`config.mk`:
```
export PLATFORM = sky130hd
export DESIGN_NAME = shared_gpio_port
export DESIGN_NICKNAME = d
export VERILOG_FILES = /design/src/rtl/gpio_ovr_pkg.sv /design/src/rtl/ovr_decode.sv /design/src/rtl/pad_sync.sv /design/src/rtl/port_regs.sv /design/src/rtl/shared_gpio_port.sv
export SDC_FILE = /design/constraint.sdc
export NUM_CORES = 1
export LEC_CHECK = 0
export BUFFER_PORTS_ARGS = -buffer_cell sky130_fd_sc_hd__buf_2
export CAP_MARGIN = 25
export CORE_MARGIN = 2
export CORE_UTILIZATION = 45
export DETAILED_ROUTE_END_ITERATION = 10
export PLACE_DENSITY_LB_ADDON = 0.2
export SYNTH_ARGS = -nofsm -noshare
export SYNTH_HDL_FRONTEND = slang
export SYNTH_SLANG_ARGS = --single-unit
```
`constraint.sdc`:
```
create_clock -name clk -period 2.3 [get_ports clk]
set_input_delay 0.575 -clock clk [delete_from_list [all_inputs] [get_ports clk]]
set_output_delay 0.575 -clock clk [all_outputs]
set_load 0.02 [all_outputs]
```
`src/rtl/gpio_ovr_pkg.sv`:
```
package gpio_ovr_pkg;
  localparam int unsigned PORT_PINS = 8;
  localparam int unsigned CH_W      = 5;
  localparam int unsigned ADR_W     = 2;

  localparam logic [ADR_W-1:0] ADR_PORT  = 2'd0;
  localparam logic [ADR_W-1:0] ADR_DIR   = 2'd1;
  localparam logic [ADR_W-1:0] ADR_CHSEL = 2'd2;

  // Channel value that means the converter is off
  localparam logic [CH_W-1:0] CH_OFF = '1;

  // One-hot pin mask claimed by a channel value (zero above the pin range)
  function automatic logic [PORT_PINS-1:0] claim_mask(input logic [CH_W-1:0] ch);
    logic [PORT_PINS-1:0] m;
    m = '0;
    for (int i = 0; i < int'(PORT_PINS); i++) begin
      if (int'(ch) == i) m[i] = 1'b1;
    end
    return m;
  endfunction

  // Port read: output pins show data, input pins show synced pad, claimed pins zero
  function automatic logic [PORT_PINS-1:0] port_view(
      input logic [PORT_PINS-1:0] data,
      input logic [PORT_PINS-1:0] dir,
      input logic [PORT_PINS-1:0] synced,
      input logic [PORT_PINS-1:0] claim);
    return ((dir & data) | (~dir & synced)) & ~claim;
  endfunction
endpackage

```
`src/rtl/ovr_decode.sv`:
```
module ovr_decode #(
  parameter int unsigned PINS = gpio_ovr_pkg::PORT_PINS,
  parameter int unsigned CHW  = gpio_ovr_pkg::CH_W
) (
  input  logic [CHW-1:0]  ch,
  output logic [PINS-1:0] claim
);
  genvar g;
  generate
    for (g = 0; g < PINS; g++) begin : g_pin
      assign claim[g] = (ch == CHW'(g));
    end
  endgenerate

  // at most one pin claimed, and none for values outside the pin range
  always_comb begin
    ovr_count_chk: assert ($countones(claim) == ((int'(ch) < int'(PINS)) ? 1 : 0));
  end
endmodule

```
`src/rtl/pad_sync.sv`:
```
module pad_sync #(
  parameter int unsigned W = gpio_ovr_pkg::PORT_PINS
) (
  input  logic         clk,
  input  logic         rst_n,
  input  logic [W-1:0] d,
  output logic [W-1:0] q
);
  logic [W-1:0] stage1;
  logic [1:0]   age;

  always_ff @(posedge clk or negedge rst_n) begin
    if (!rst_n) begin
      stage1 <= '0;
      q      <= '0;
    end else begin
      stage1 <= d;
      q      <= stage1;
    end
  end

  always_ff @(posedge clk or negedge rst_n) begin
    if (!rst_n) age <= '0;
    else if (age != 2'd2) age <= age + 2'd1;
  end


  sync_lat_chk: assert property (@(posedge clk) disable iff (!rst_n)
    (age == 2'd2) |-> (q == $past(d, 2)));
endmodule

```
`src/rtl/port_regs.sv`:
```
module port_regs #(
  parameter int unsigned PINS = gpio_ovr_pkg::PORT_PINS,
  parameter int unsigned CHW  = gpio_ovr_pkg::CH_W,
  parameter int unsigned AW   = gpio_ovr_pkg::ADR_W
) (
  input  logic            clk,
  input  logic            rst_n,
  input  logic [AW-1:0]   addr,
  input  logic            wr,
  input  logic [PINS-1:0] wdata,
  output logic [PINS-1:0] data_q,
  output logic [PINS-1:0] dir_q,
  output logic [CHW-1:0]  ch_q
);
  import gpio_ovr_pkg::*;

  logic wr_data, wr_dir, wr_ch;
  assign wr_data = wr && (addr == ADR_PORT);
  assign wr_dir  = wr && (addr == ADR_DIR);
  assign wr_ch   = wr && (addr == ADR_CHSEL);

  always_ff @(posedge clk or negedge rst_n) begin
    if (!rst_n) begin
      data_q <= '0;
      dir_q  <= '0;
      ch_q   <= CH_OFF;
    end else begin
      if (wr_data) data_q <= wdata;
      if (wr_dir)  dir_q  <= wdata;
      if (wr_ch)   ch_q   <= wdata[CHW-1:0];
    end
  end
endmodule

```
`src/rtl/shared_gpio_port.sv`:
```
module shared_gpio_port #(
  parameter int unsigned PINS = gpio_ovr_pkg::PORT_PINS,
  parameter int unsigned CHW  = gpio_ovr_pkg::CH_W,
  parameter int unsigned AW   = gpio_ovr_pkg::ADR_W
) (
  input  logic            clk,
  input  logic            rst_n,
  input  logic [AW-1:0]   bus_addr,
  input  logic            bus_wr,
  input  logic [PINS-1:0] bus_wdata,
  output logic [PINS-1:0] bus_rdata,
  input  logic [PINS-1:0] pad_in,
  output logic [PINS-1:0] pad_out,
  output logic [PINS-1:0] pad_oe
);
  import gpio_ovr_pkg::*;

  localparam int unsigned IDXW = $clog2(PINS);

  logic [PINS-1:0] data_q, dir_q, synced, claim;
  logic [CHW-1:0]  ch_q;

  port_regs #(.PINS(PINS), .CHW(CHW), .AW(AW)) i_regs (
    .clk(clk), .rst_n(rst_n), .addr(bus_addr), .wr(bus_wr), .wdata(bus_wdata),
    .data_q(data_q), .dir_q(dir_q), .ch_q(ch_q)
  );

  ovr_decode #(.PINS(PINS), .CHW(CHW)) i_decode (
    .ch(ch_q), .claim(claim)
  );

  pad_sync #(.W(PINS)) i_sync (
    .clk(clk), .rst_n(rst_n), .d(pad_in), .q(synced)
  );

  assign pad_oe  = dir_q  & ~claim;
  assign pad_out = data_q & ~claim;

  always_comb begin
    bus_rdata = '0;
    case (bus_addr)
      ADR_PORT:  bus_rdata = port_view(data_q, dir_q, synced, claim);
      ADR_DIR:   bus_rdata = dir_q;
      ADR_CHSEL: bus_rdata[CHW-1:0] = ch_q;
      default:   bus_rdata = '0;
    endcase
  end


  ovr_oe_chk: assert property (@(posedge clk) disable iff (!rst_n)
    (int'(ch_q) < int'(PINS)) |-> (!pad_oe[ch_q[IDXW-1:0]] && !pad_out[ch_q[IDXW-1:0]]));


  ovr_read_chk: assert property (@(posedge clk) disable iff (!rst_n)
    (bus_addr == ADR_PORT) |-> ((bus_rdata & claim) == '0));
endmodule

```
==> flow_metrics.py <==
metrics = {
    "yosys": {
        "synth_fp_nets": 153,
        "synth_cell_types": 32,
        "yosys.area_share.simple": 0.1503,
        "synth_area_um2": 1682,
        "synth_flop_cell": "dfrtp_1",
        "synth_top_family_by_area": "multiplexers",
        "syn_area_per_cell_um2": 12.74,
        "synth-compound-area-share": 0.09449,
        "yosys.area_share.adder": 0,
        "synth-xor-area-share": 0,
        "synthArstFlopShare": 1.000,
        "netlist_instances": 132,
        "ys_ff_latch": 37,
        "synthMuxAreaShare": 0.1882,
        "synth-warning-count": 0,
        "synth_edf_count": 0,
        "ys_seq_area_frac": 0.5543,
    },
    "detailed_routing": {
        "postRouteAntennaNets": 0,
        "drtPass1Iterations": 4,
        "drc_errors": 0,
        "avgViaCountPerCell": 5.115,
        "routed_wl_um": 3353,
        "routedWlPerCell_um": 14.33,
        "vias": 1197,
        "drt_iter0_drc": 46,
    },
    "min_path": {
        "hold_class": "flop to flop",
        "hold_depth": 0,
    },
    "clock_network": {
        "cts_max_path_buffers": 2,
        "cts-root-buf": "clkbuf_8",
        "clock_sinks": 37,
        "cts_inserted_buffers": 5,
        "clock_latency_ns": 0.29,
        "cts_tree": "yes",
        "ctsHoldBuffers": 0,
        "h-tree-depth": 2,
        "clk_pin_slew_ns": 0.07,
    },
    "power": {
        "p_int_mw": 1.199,
        "leakage_nw": 0.9938,
        "p_sw_frac": 0.3196,
        "switching_power_mw": 0.5633,
        "power_density_nw_per_um2": 849.1,
        "power_frac_comb": 0.286,
        "vdd_drop_max_mv": 0.5752,
        "seqPwrFrac": 0.472,
        "pwr-share-clk": 0.242,
    },
    "timing": {
        "fin_crit_ns": 2.253,
        "tns_ns": 0,
        "worst_slew_pin_slew_ns": 0.7790,
        "finalClockSkew_ns": 0.006916,
        "hold_violations": 0,
        "rsz0062_at_grt": "yes",
        "max_freq_mhz": 443.9,
        "finalMaxSlewViolations": 0,
        "slew_headroom": 0.4806,
        "fin_crit_sh": 0.9794,
        "setup_violations": 0,
    },
    "global_route": {
        "grt_pass1_wl_um": 5520,
        "grt_pass1_vias": 1169,
        "grt_util_all_layers": 0.1745,
        "grt_max_degree": 38,
        "grt_overflow_total": 0,
        "antenna_found_initial": 0,
    },
    "placed_design": {
        "hpwl_um": 2432,
        "port_buffers": 44,
        "gp_congestion": 0.7707,
    },
    "setup_path": {
        "crit_path_start_kind": "flop",
        "path_depth": 4,
        "cp_slowest_stage_delay_ns": 0.58,
        "worst_ep_required_time_ns": 1.73,
        "cp_num_buf_inv": 1,
        "cp.arrival_ns": 1.68,
        "cp_max_fo": 6,
        "timing.reg2reg.worst_path_depth": 2,
        "critPathTopFamily": "flip-flops",
        "crit_path_end_kind": "output pin",
        "path_class": "flop to output pin",
        "worst-r2r-setup-slack_ns": 1.43,
        "cp_cell_sequence": "nand3b_1, a2111oi_1, a211oi_1, buf_2",
        "cp_slowest_cell": "dfstp_2",
    },
    "layout": {
        "drive_gt1_frac": 0.4839,
        "diodes": 0,
        "nNetsFinal": 206,
        "final_cell_mix": "44 x buf_2, 32 x dfrtp_1, 15 x and2_1",
        "final_util": 0.5713,
        "final_common_cell": "buf_2",
        "area_growth_pct": 23.44,
    },
    "flow_run": {
        "drv_cap": 0,
    },
    "floorplanning": {
        "rows": 22,
        "die_w_um": 65.13,
        "die_h_um": 65.13,
        "io_pins": 45,
        "die_area_um2": 4242,
        "initial_core_util": 0.4628,
        "core_um2": 3633,
    },
    "outcome": {
        "status": "finished clean",
    },
}
sequential cells by signal, summed over array words and instances (netlist names):
signal	cells
i_regs.ch_q	5
i_regs.data_q	8
i_sync.stage1	8
i_sync.q	8
i_regs.dir_q	8
path summary, 6_finish.rpt:
| check | startpoint | endpoint |
|---|---|---|
| worst max-delay path | i_regs.ch_q[1] | bus_rdata[6] |
| worst min-delay path | i_sync.stage1[5] | i_sync.q[5] |
| worst max register to register | i_regs.ch_q[2] | i_regs.ch_q[2] |
| worst min register to register | i_sync.stage1[5] | i_sync.q[5] |
| max in group asynchronous | rst_n | i_regs.dir_q[2] |
| min in group asynchronous | rst_n | i_regs.data_q[2] |
logic make-up (layout without fill, tap and decap cells):
group           Yosys count  in the layout
mux                      26             26
compound gates           22             22
simple gates             44             44
buf+inv                   3             57
flops                    37             37
power groups by stage:
stage	clock [mW]	combinational, mW	sequential, mW
6_report	0.427	0.504	0.832
2_1_floorplan	0	0.352	0.813
3_3_place_gp	0	0.482	0.838
3_5_place_dp	0	0.490	0.843
4_1_cts	0.437	0.493	0.833
5_1_grt	0.469	0.549	0.847
synthesized netlist by cell type, types with 2 or more instances:
library cell | instances | area, um^2
a21o_1 | 5 | 37.54
a21oi_1 | 4 | 20.02
a22o_1 | 5 | 43.79
and2_1 | 15 | 93.84
dfrtp_1 | 32 | 800.8
dfstp_2 | 5 | 131.4
mux2_2 | 13 | 146.4
mux2_4 | 8 | 120.1
mux2i_1 | 5 | 50.05
nand2_1 | 8 | 30.03
nand3_1 | 2 | 10.01
nor2_1 | 5 | 18.77
nor2b_1 | 3 | 18.77
nor3_1 | 2 | 10.01
nor3b_1 | 2 | 15.01
o21ai_0 | 2 | 10.01
layout make-up:
class | count | area, um^2
Multi-Input combinational cell | 92 | 743.2
Clock buffer | 6 | 72.57
Timing Repair Buffer | 49 | 257.7
Fill cell | 346 | 1558
Clock inverter | 2 | 10.01
Sequential cell | 37 | 932.1
Tap cell | 48 | 60.06
stage by stage:
step | hold WS, ns | setup WS (ns) | cells | cell area (um^2) | power, mW
after floorplan | 0.2794 | 0.2307 | 132 | 1682 | 1.165
after global placement | 0.3318 | 0.1487 | 224 | 1963 | 1.320
after detailed placement | 0.3347 | 0.1341 | 224 | 1963 | 1.333
after CTS | 0.3461 | -0.02088 | 232 | 2048 | 1.763
after global routing | 0.3566 | -0.08251 | 234 | 2076 | 1.866
final | 0.3404 | 0.04740 | 234 | 2076 | 1.763
per-layer routing:
metal	global-route usage	share of wire	routed length, um	vias to the layer above
met4	0.04688	0.0098	33	0
met3	0.05137	0.054	180	4
met5	0	0	0	-
li1	-	-	-	573
met2	0.2861	0.49	1634	33
met1	0.2278	0.45	1504	587
what timing repair did:
action / CTS / global route
pin swaps: 0 / 1
setup endpoints to repair: 8 / 6
resized for setup: 1 / 3
buffers inserted: 0 / 2
Power figures use the tool's default switching activity.
